[config.mk]
export PLATFORM = sky130hd
export DESIGN_NAME = bank_pre_tracker
export DESIGN_NICKNAME = d
export VERILOG_FILES = /design/src/rtl/bpt_pkg.sv /design/src/rtl/bpt_bank.sv /design/src/rtl/bpt_retire.sv /design/src/rtl/bpt_sticky.sv /design/src/rtl/bank_pre_tracker.sv
export SDC_FILE = /design/constraint.sdc
export NUM_CORES = 1
export LEC_CHECK = 0
export ABC_AREA = 0
export BUFFER_PORTS_ARGS = -buffer_cell sky130_fd_sc_hd__buf_2
export CAP_MARGIN = 40
export CORE_ASPECT_RATIO = 1.25
export CORE_MARGIN = 4
export CORE_UTILIZATION = 35
export CTS_CLUSTER_SIZE = 24
export DETAILED_ROUTE_END_ITERATION = 6
export GPL_TIMING_DRIVEN = 0
export PLACE_DENSITY = 0.62
export SYNTH_ARGS = -nofsm -noshare
export SYNTH_HDL_FRONTEND = slang
export SYNTH_SLANG_ARGS = --single-unit
export TNS_END_PERCENT = 30
[constraint.sdc]
create_clock -name clk -period 3.7 [get_ports clk]
set_input_delay 0.185 -clock clk [delete_from_list [all_inputs] [get_ports clk]]
set_output_delay 0.185 -clock clk [all_outputs]
set_load 0.02 [all_outputs]
[src/rtl/bpt_pkg.sv]
`timescale 1ns/1ps
package bpt_pkg;

    // row command encoding
    localparam logic ROW_ACT = 1'b0;
    localparam logic ROW_PRE = 1'b1;

    // column command encoding
    typedef enum logic [1:0] {
        COL_RD  = 2'd0,
        COL_WR  = 2'd1,
        COL_RDA = 2'd2,
        COL_WRA = 2'd3
    } col_op_e;

    function automatic logic op_is_write(logic [1:0] op);
        return (op == COL_WR) || (op == COL_WRA);
    endfunction

    function automatic logic op_is_read(logic [1:0] op);
        return (op == COL_RD) || (op == COL_RDA);
    endfunction

endpackage

[src/rtl/bpt_bank.sv]
`timescale 1ns/1ps
module bpt_bank #(
    parameter int T_RAS   = 6,
    parameter int T_RP    = 3,
    parameter int T_RC    = 10,
    parameter int OFF_RDA = 2,
    parameter int OFF_PRX = 4,
    parameter int OFF_WRA = 3
) (
    input  logic clk,
    input  logic rst_n,
    input  logic act_i,
    input  logic pre_i,
    input  logic req_rda_i,
    input  logic req_prx_i,
    input  logic req_wra_i,
    output logic open_o,
    output logic evt_o,
    output logic ras_viol_o,
    output logic rp_viol_o,
    output logic rc_viol_o,
    output logic cfl_o
);
    localparam int AGE_A   = (T_RAS > T_RP) ? T_RAS : T_RP;
    localparam int AGE_MAX = (AGE_A > T_RC) ? AGE_A : T_RC;
    localparam int AGE_W   = $clog2(AGE_MAX + 1);
    localparam int OFF_A   = (OFF_RDA > OFF_PRX) ? OFF_RDA : OFF_PRX;
    localparam int OFF_MAX = (OFF_A > OFF_WRA) ? OFF_A : OFF_WRA;
    localparam int OFF_W   = $clog2(OFF_MAX + 1);
    localparam logic [AGE_W-1:0] AGE_TOP = AGE_W'(AGE_MAX);

    typedef struct packed {
        logic             open;
        logic             act_seen;
        logic             pre_seen;
        logic [AGE_W-1:0] act_age;
        logic [AGE_W-1:0] pre_age;
        logic             pend_vld;
        logic [OFF_W-1:0] pend_cnt;
    } bank_st_t;

    bank_st_t st_q, st_d;

    logic       expire, evt, eff, busy, cfl;
    logic       ras_v, rp_v, rc_v;
    logic [1:0] nreq;

    function automatic logic [AGE_W-1:0] age_step(logic [AGE_W-1:0] a);
        return (a == AGE_TOP) ? a : a + AGE_W'(1);
    endfunction

    always_comb begin
        st_d   = st_q;
        expire = st_q.pend_vld && (st_q.pend_cnt == '0);
        evt    = pre_i || expire;
        eff    = evt && st_q.open;
        busy   = st_q.pend_vld && !expire;
        nreq   = 2'(req_rda_i) + 2'(req_prx_i) + 2'(req_wra_i);
        cfl    = (nreq > 2'd1) || ((nreq != 2'd0) && busy);

        // spacing checks; a close in this cycle is applied before an open
        ras_v = eff && (st_q.act_age < AGE_W'(T_RAS));
        rp_v  = act_i && (eff || (st_q.pre_seen && (st_q.pre_age < AGE_W'(T_RP))));
        rc_v  = act_i && st_q.act_seen && (st_q.act_age < AGE_W'(T_RC));

        // elapsed-time counters
        st_d.act_age = age_step(st_q.act_age);
        st_d.pre_age = age_step(st_q.pre_age);
        if (eff) begin
            st_d.open     = 1'b0;
            st_d.pre_seen = 1'b1;
            st_d.pre_age  = AGE_W'(1);
        end
        if (act_i) begin
            st_d.open     = 1'b1;
            st_d.act_seen = 1'b1;
            st_d.act_age  = AGE_W'(1);
        end

        // scheduled close countdown
        if (expire) begin
            st_d.pend_vld = 1'b0;
        end else if (st_q.pend_vld) begin
            st_d.pend_cnt = st_q.pend_cnt - OFF_W'(1);
        end
        if ((nreq != 2'd0) && !busy) begin
            st_d.pend_vld = 1'b1;
            if (req_prx_i) begin
                st_d.pend_cnt = OFF_W'(OFF_PRX - 1);
            end else if (req_rda_i) begin
                st_d.pend_cnt = OFF_W'(OFF_RDA - 1);
            end else begin
                st_d.pend_cnt = OFF_W'(OFF_WRA - 1);
            end
        end
    end

    always_ff @(posedge clk) begin
        if (!rst_n) begin
            st_q <= '0;
        end else begin
            st_q <= st_d;
        end
    end

    assign open_o     = st_q.open;
    assign evt_o      = eff;
    assign ras_viol_o = ras_v;
    assign rp_viol_o  = rp_v;
    assign rc_viol_o  = rc_v;
    assign cfl_o      = cfl;

endmodule

[src/rtl/bpt_retire.sv]
`timescale 1ns/1ps
module bpt_retire
    import bpt_pkg::*;
#(
    parameter int DEV_W = 1,
    parameter int IDX_W = 3,
    parameter int T_RTR = 2
) (
    input  logic             clk,
    input  logic             rst_n,
    input  logic             col_vld_i,
    input  logic [1:0]       col_op_i,
    input  logic [DEV_W-1:0] col_dev_i,
    input  logic [IDX_W-1:0] col_idx_i,
    output logic             ret_req_o,
    output logic [IDX_W-1:0] ret_idx_o
);
    localparam int AGE_W = $clog2(T_RTR + 1);

    typedef struct packed {
        logic             vld;
        logic             auto_pre;
        logic [DEV_W-1:0] dev;
        logic [IDX_W-1:0] idx;
        logic [AGE_W-1:0] age;
    } wr_slot_t;

    wr_slot_t slot_q, slot_d;
    logic     is_wr, rd_same, aged, retire;

    always_comb begin
        slot_d  = slot_q;
        is_wr   = col_vld_i && op_is_write(col_op_i);
        rd_same = col_vld_i && op_is_read(col_op_i) && (col_dev_i == slot_q.dev);
        aged    = slot_q.age >= AGE_W'(T_RTR);
        retire  = slot_q.vld && col_vld_i && (is_wr || (aged && !rd_same));

        if (slot_q.vld && !aged) begin
            slot_d.age = slot_q.age + AGE_W'(1);
        end
        if (retire) begin
            slot_d.vld = 1'b0;
        end
        if (is_wr) begin
            slot_d.vld      = 1'b1;
            slot_d.auto_pre = (col_op_i == COL_WRA);
            slot_d.dev      = col_dev_i;
            slot_d.idx      = col_idx_i;
            slot_d.age      = AGE_W'(1);
        end
    end

    always_ff @(posedge clk) begin
        if (!rst_n) begin
            slot_q <= '0;
        end else begin
            slot_q <= slot_d;
        end
    end

    assign ret_req_o = retire && slot_q.auto_pre;
    assign ret_idx_o = slot_q.idx;

endmodule

[src/rtl/bpt_sticky.sv]
`timescale 1ns/1ps
module bpt_sticky #(
    parameter int N     = 8,
    parameter int IDX_W = 3
) (
    input  logic             clk,
    input  logic             rst_n,
    input  logic             clr_i,
    input  logic [N-1:0]     hit_i,
    output logic             flag_o,
    output logic [IDX_W-1:0] idx_o
);
    typedef struct packed {
        logic             flag;
        logic [IDX_W-1:0] idx;
    } sticky_t;

    sticky_t st_q, st_d;
    logic [IDX_W-1:0] first;

    always_comb begin
        first = '0;
        for (int i = N - 1; i >= 0; i--) begin
            if (hit_i[i]) begin
                first = IDX_W'(i);
            end
        end
        st_d = st_q;
        if (clr_i) begin
            st_d = '0;
        end
        if ((|hit_i) && !st_d.flag) begin
            st_d.flag = 1'b1;
            st_d.idx  = first;
        end
    end

    always_ff @(posedge clk) begin
        if (!rst_n) begin
            st_q <= '0;
        end else begin
            st_q <= st_d;
        end
    end

    assign flag_o = st_q.flag;
    assign idx_o  = st_q.idx;

endmodule

[src/rtl/bank_pre_tracker.sv]
`timescale 1ns/1ps
module bank_pre_tracker
    import bpt_pkg::*;
#(
    parameter int NUM_DEV       = 2,
    parameter int BANKS_PER_DEV = 4,
    parameter int T_RAS         = 6,
    parameter int T_RP          = 3,
    parameter int T_RC          = 10,
    parameter int OFF_RDA       = 2,
    parameter int OFF_PRX       = 4,
    parameter int OFF_WRA       = 3,
    parameter int T_RTR         = 2,
    localparam int NB     = NUM_DEV * BANKS_PER_DEV,
    localparam int DEV_W  = (NUM_DEV > 1) ? $clog2(NUM_DEV) : 1,
    localparam int BANK_W = (BANKS_PER_DEV > 1) ? $clog2(BANKS_PER_DEV) : 1,
    localparam int IDX_W  = (NB > 1) ? $clog2(NB) : 1
) (
    input  logic              clk,
    input  logic              rst_n,
    input  logic              row_vld,
    input  logic              row_op,
    input  logic [DEV_W-1:0]  row_dev,
    input  logic [BANK_W-1:0] row_bank,
    input  logic              col_vld,
    input  logic [1:0]        col_op,
    input  logic [DEV_W-1:0]  col_dev,
    input  logic [BANK_W-1:0] col_bank,
    input  logic              xpre_vld,
    input  logic [DEV_W-1:0]  xpre_dev,
    input  logic [BANK_W-1:0] xpre_bank,
    input  logic              viol_clr,
    output logic [NB-1:0]     bank_open,
    output logic [NB-1:0]     pre_evt,
    output logic              ras_err,
    output logic [IDX_W-1:0]  ras_err_bank,
    output logic              rp_err,
    output logic [IDX_W-1:0]  rp_err_bank,
    output logic              rc_err,
    output logic [IDX_W-1:0]  rc_err_bank,
    output logic              cfl_err,
    output logic [IDX_W-1:0]  cfl_err_bank
);
    localparam int N_FLAGS = 4;

    function automatic logic [IDX_W-1:0] flat_idx(logic [DEV_W-1:0] d, logic [BANK_W-1:0] b);
        return IDX_W'(int'(d) * BANKS_PER_DEV + int'(b));
    endfunction

    logic [IDX_W-1:0] row_idx, col_idx, xpre_idx, ret_idx;
    logic             ret_req;
    logic [NB-1:0]    act_v, pre_v, rda_v, prx_v, wra_v;
    logic [NB-1:0]    ras_v, rp_v, rc_v, cfl_v;
    logic [NB-1:0]    hit_arr  [N_FLAGS];
    logic             flag_arr [N_FLAGS];
    logic [IDX_W-1:0] idx_arr  [N_FLAGS];

    // command decode to per-bank strobes
    always_comb begin
        row_idx  = flat_idx(row_dev, row_bank);
        col_idx  = flat_idx(col_dev, col_bank);
        xpre_idx = flat_idx(xpre_dev, xpre_bank);
        for (int i = 0; i < NB; i++) begin
            act_v[i] = row_vld && (row_op == ROW_ACT) && (row_idx == IDX_W'(i));
            pre_v[i] = row_vld && (row_op == ROW_PRE) && (row_idx == IDX_W'(i));
            rda_v[i] = col_vld && (col_op == COL_RDA) && (col_idx == IDX_W'(i));
            prx_v[i] = xpre_vld && (xpre_idx == IDX_W'(i));
            wra_v[i] = ret_req && (ret_idx == IDX_W'(i));
        end
    end

    bpt_retire #(
        .DEV_W (DEV_W),
        .IDX_W (IDX_W),
        .T_RTR (T_RTR)
    ) u_retire (
        .clk       (clk),
        .rst_n     (rst_n),
        .col_vld_i (col_vld),
        .col_op_i  (col_op),
        .col_dev_i (col_dev),
        .col_idx_i (col_idx),
        .ret_req_o (ret_req),
        .ret_idx_o (ret_idx)
    );

    for (genvar b = 0; b < NB; b++) begin : g_bank
        bpt_bank #(
            .T_RAS   (T_RAS),
            .T_RP    (T_RP),
            .T_RC    (T_RC),
            .OFF_RDA (OFF_RDA),
            .OFF_PRX (OFF_PRX),
            .OFF_WRA (OFF_WRA)
        ) u_bank (
            .clk        (clk),
            .rst_n      (rst_n),
            .act_i      (act_v[b]),
            .pre_i      (pre_v[b]),
            .req_rda_i  (rda_v[b]),
            .req_prx_i  (prx_v[b]),
            .req_wra_i  (wra_v[b]),
            .open_o     (bank_open[b]),
            .evt_o      (pre_evt[b]),
            .ras_viol_o (ras_v[b]),
            .rp_viol_o  (rp_v[b]),
            .rc_viol_o  (rc_v[b]),
            .cfl_o      (cfl_v[b])
        );
    end

    assign hit_arr[0] = ras_v;
    assign hit_arr[1] = rp_v;
    assign hit_arr[2] = rc_v;
    assign hit_arr[3] = cfl_v;

    for (genvar k = 0; k < N_FLAGS; k++) begin : g_flag
        bpt_sticky #(
            .N     (NB),
            .IDX_W (IDX_W)
        ) u_sticky (
            .clk    (clk),
            .rst_n  (rst_n),
            .clr_i  (viol_clr),
            .hit_i  (hit_arr[k]),
            .flag_o (flag_arr[k]),
            .idx_o  (idx_arr[k])
        );
    end

    assign ras_err      = flag_arr[0];
    assign ras_err_bank = idx_arr[0];
    assign rp_err       = flag_arr[1];
    assign rp_err_bank  = idx_arr[1];
    assign rc_err       = flag_arr[2];
    assign rc_err_bank  = idx_arr[2];
    assign cfl_err      = flag_arr[3];
    assign cfl_err_bank = idx_arr[3];

endmodule

==> flow_summary.json <==
{
  "async_reset_ff_share_pct": 0,
  "critPathLaunchType": "flop",
  "routed_wl_um": 19300,
  "place_area_um2": 8410,
  "die_area_um2": 24800,
  "worst_pin_slew_ns": 0.876,
  "crit_type": "flop to flop",
  "netlist_instances": 934,
  "end_kind": "flop",
  "clk_pin_slew_worst_paths_ns": 0.06,
  "cts_tree": "yes",
  "worst_slew_margin_rel_pct": 41.6,
  "fin_cells": 1293,
  "cp_cell_sequence": "ha_1 > o22ai_1 > a21oi_1 > o2111a_1 > nand2b_1 > or3b_2 > fa_1 > o21ai_1 > a2111oi_4 > a32oi_1 > mux2i_1",
  "drt_iter0_markers": 466,
  "ys_warn_count": 0,
  "setup_viol": 0,
  "avgSynthCellArea_um2": 8.38,
  "yosysTopAreaCell": "dfxtp_1",
  "post_cts_buffers": 0,
  "initial_core_util_pct": 35.9,
  "skew_ns": 0.00826,
  "vias": 6754,
  "fin_crit_ns": 3.40,
  "grt-ovfl-total": 0,
  "r2r-start": "u_retire.slot_q[1]",
  "fin_tns_setup_ns": 0,
  "synth_cell_types": 74,
  "critPathBufInv": 0,
  "grt_usage_pct": 15.8,
  "crit_family": "compound AO/OA/AOI/OAI gates",
  "rsz0062_at_grt": "no",
  "synth_fp_nets": 1009,
  "cp-startpoint": "u_retire.slot_q[1]",
  "hpwl_um": 14500,
  "synth_flop_cell": "dfxtp_1",
  "gp_congestion": 0.855,
  "drv_slew": 0,
  "clock.fmax_mhz": 294,
  "hp-start": "col_op[1]",
  "ys_ff_latch": 143,
  "min_path_type": "input port to flop",
  "cts_resized": 0,
  "dieHeight_um": 175,
  "r2r_cells": 11,
  "grt_pass1_vias": 6471,
  "grt_max_degree": 17,
  "hold_viol_final": 0,
  "irDropWorstVdd_mv": 0.374,
  "cts_buffer_depth": 2,
  "dp_slack_ns": 0.343,
  "min_path_cells": 3,
  "hold_buffers": 0,
  "timing.rr.end": "g_flag[3].u_sticky.idx_o[0]",
  "rrSetupSlack_ns": 0.30,
  "finalCritPeriodShare_pct": 91.9,
  "arrival_ns": 3.70,
  "slowest_stage": "fa_1",
  "wl_per_cell_um": 15.0,
  "io_pins": 50,
  "area_growth_pct": 16.0,
  "layout.nets": 1076,
  "synth_edf_count": 0,
  "powerDensity_nw_per_um2": 431,
  "drtPass1Iterations": 5,
  "stdcell_area_um2": 9070,
  "rows": 60,
  "drc": 0,
  "synth_top_area_share_pct": 36.6,
  "io_buffers": 48,
  "root_buffer": "clkbuf_16",
  "h-tree-depth": 4,
  "whs_ns": 0.0463,
  "maxCapViolCount": 0,
  "whs_endpoint": "u_retire.slot_q[6]",
  "power_leakage_nw": 3.72,
  "antenna_found_initial": 3,
  "place_inst": 1261,
  "ant_nets": 0,
  "cts_buffers": 17,
  "viasPerCell": 5.22,
  "die_w_um": 142,
  "crit_path_max_fanout": 5,
  "grt_pass1_wl_um": 31800,
  "syn-cell-area_um2": 7820,
  "status": "finished clean",
  "slowest_delay_ns": 0.65,
  "required_ns": 4.00,
  "clkLatencyLatePin_ns": 0.42,
  "clock_sinks": 143,
  "final_layout_size_suffix_gt1_share_pct": 14.1,
  "core-area_um2": 21800,
  "setup_slack_ns": 0.299,
  "synth_seq_area_share_pct": 36.6,
  "synth.area.top_cells": "dfxtp_1 37%, ha_1 7.8%, nor2_1 6.8%"
}
## metrics by stage
| stage | utilization [%] | power (W) |
|---|---|---|
| floorplan | - | 0.00192 |
| global placement | 38.6 | 0.00201 |
| detailed placement | 38.6 | 0.00202 |
| CTS | 41.7 | 0.00395 |
| global route | 41.7 | 0.00407 |
| finish | 41.7 | 0.00391 |
## Yosys cell counts (5+ instances only)
master    number
nand4_1       10
ha_1          49
o21ai_0       21
inv_1         45
buf_4         17
a21oi_1       75
a22oi_1        9
xor2_1        20
xnor2_1       17
o21bai_1       5
nand3_1       39
o211ai_1       5
clkbuf_1      12
nand2b_1      28
nor4b_1        8
or2_2          8
a31oi_1       14
o21a_1         5
nand3b_1      22
fa_1           8
and2_1        10
mux2i_1        6
mux2_2        12
o221ai_1      12
nor3_1         7
nand2_1       97
o21ai_1        8
nor2_1       141
nor3b_1        8
dfxtp_1      143
a211oi_1      14
## final cells by class
class                           instances  area (um2)
Fill cell                            2205       12700
Multi-Input combinational cell        708        4570
Sequential cell                       143        2860
Clock buffer                           17         425
Tap cell                              279         349
Timing Repair Buffer                   48         240
Clock inverter                         14         231
Buffer                                 33         198
Inverter                               50         188
Antenna cell                            1        2.50
## sequential cells by signal (all words and copies together), names as in the netlist
signal / cells
g_flag.u_sticky.flag_o: 4
u_retire.ret_idx_o: 3
u_retire.slot_q: 4
g_flag.u_sticky.idx_o: 12
g_bank.u_bank.st_q: 112
g_bank.u_bank.open_o: 8
## cell families (layout without fill, tap and decap cells)
logic type	Yosys count	count (layout)	synth area share [%]
AO/OA/AOI/OAI	192	192	16.3
XOR/XNOR	37	37	4.14
adder cells (fa/ha/maj)	57	57	9.88
buffers and inverters	83	162	4.93
flip-flops	143	143	36.6
multiplexers	18	18	2.50
other	0	1	0
AND/OR/NAND/NOR	404	404	25.6
## cells in the final DEF (no fill, tap or decap), drive strengths merged, types with 29 or more instances in the layout
cell,instances
nand3,39
buf,69
ha,49
nor2,142
nand2,97
clkbuf,29
o21ai,30
a21oi,76
inv,54
dfxtp,143
## metal layers
layer | track usage (%) | part of all wire [%] | vias up | routed length [um]
met5 | 0 | 0.067 | - | 13
met4 | 5.20 | 2.0 | 4 | 394
met3 | 3.72 | 5.5 | 30 | 1070
met2 | 26.9 | 48 | 168 | 9290
met1 | 19.6 | 44 | 3172 | 8570
li1 | - | - | 3380 | -
## tightest hold or removal path: cells and delay by family
family | cells | cell delay, ns
buffers and inverters | 1 | 0.11
and+or+nand+nor | 1 | 0.07
AOI/OAI and AO/OA | 1 | 0.05
## how the worst max path moves through the flow
stage	endpoint	slack, ns	depth (start not counted)
finish	g_flag[3].u_sticky.idx_o[0]	0.30	11
global route	g_flag[3].u_sticky.idx_o[0]	0.08	11
CTS	g_flag[3].u_sticky.idx_o[0]	0.31	11
detailed placement	g_flag[3].u_sticky.idx_o[0]	0.34	11
global placement	g_flag[3].u_sticky.idx_o[0]	0.36	11
floorplan	g_flag[3].u_sticky.idx_o[0]	0.68	11
## power by group
group	internal, W	switching (W)
Sequential	0.00160	0.0000689
Clock	0.00121	0.000709
Combinational	0.000129	0.000186
(Power assumes the default switching activity.)
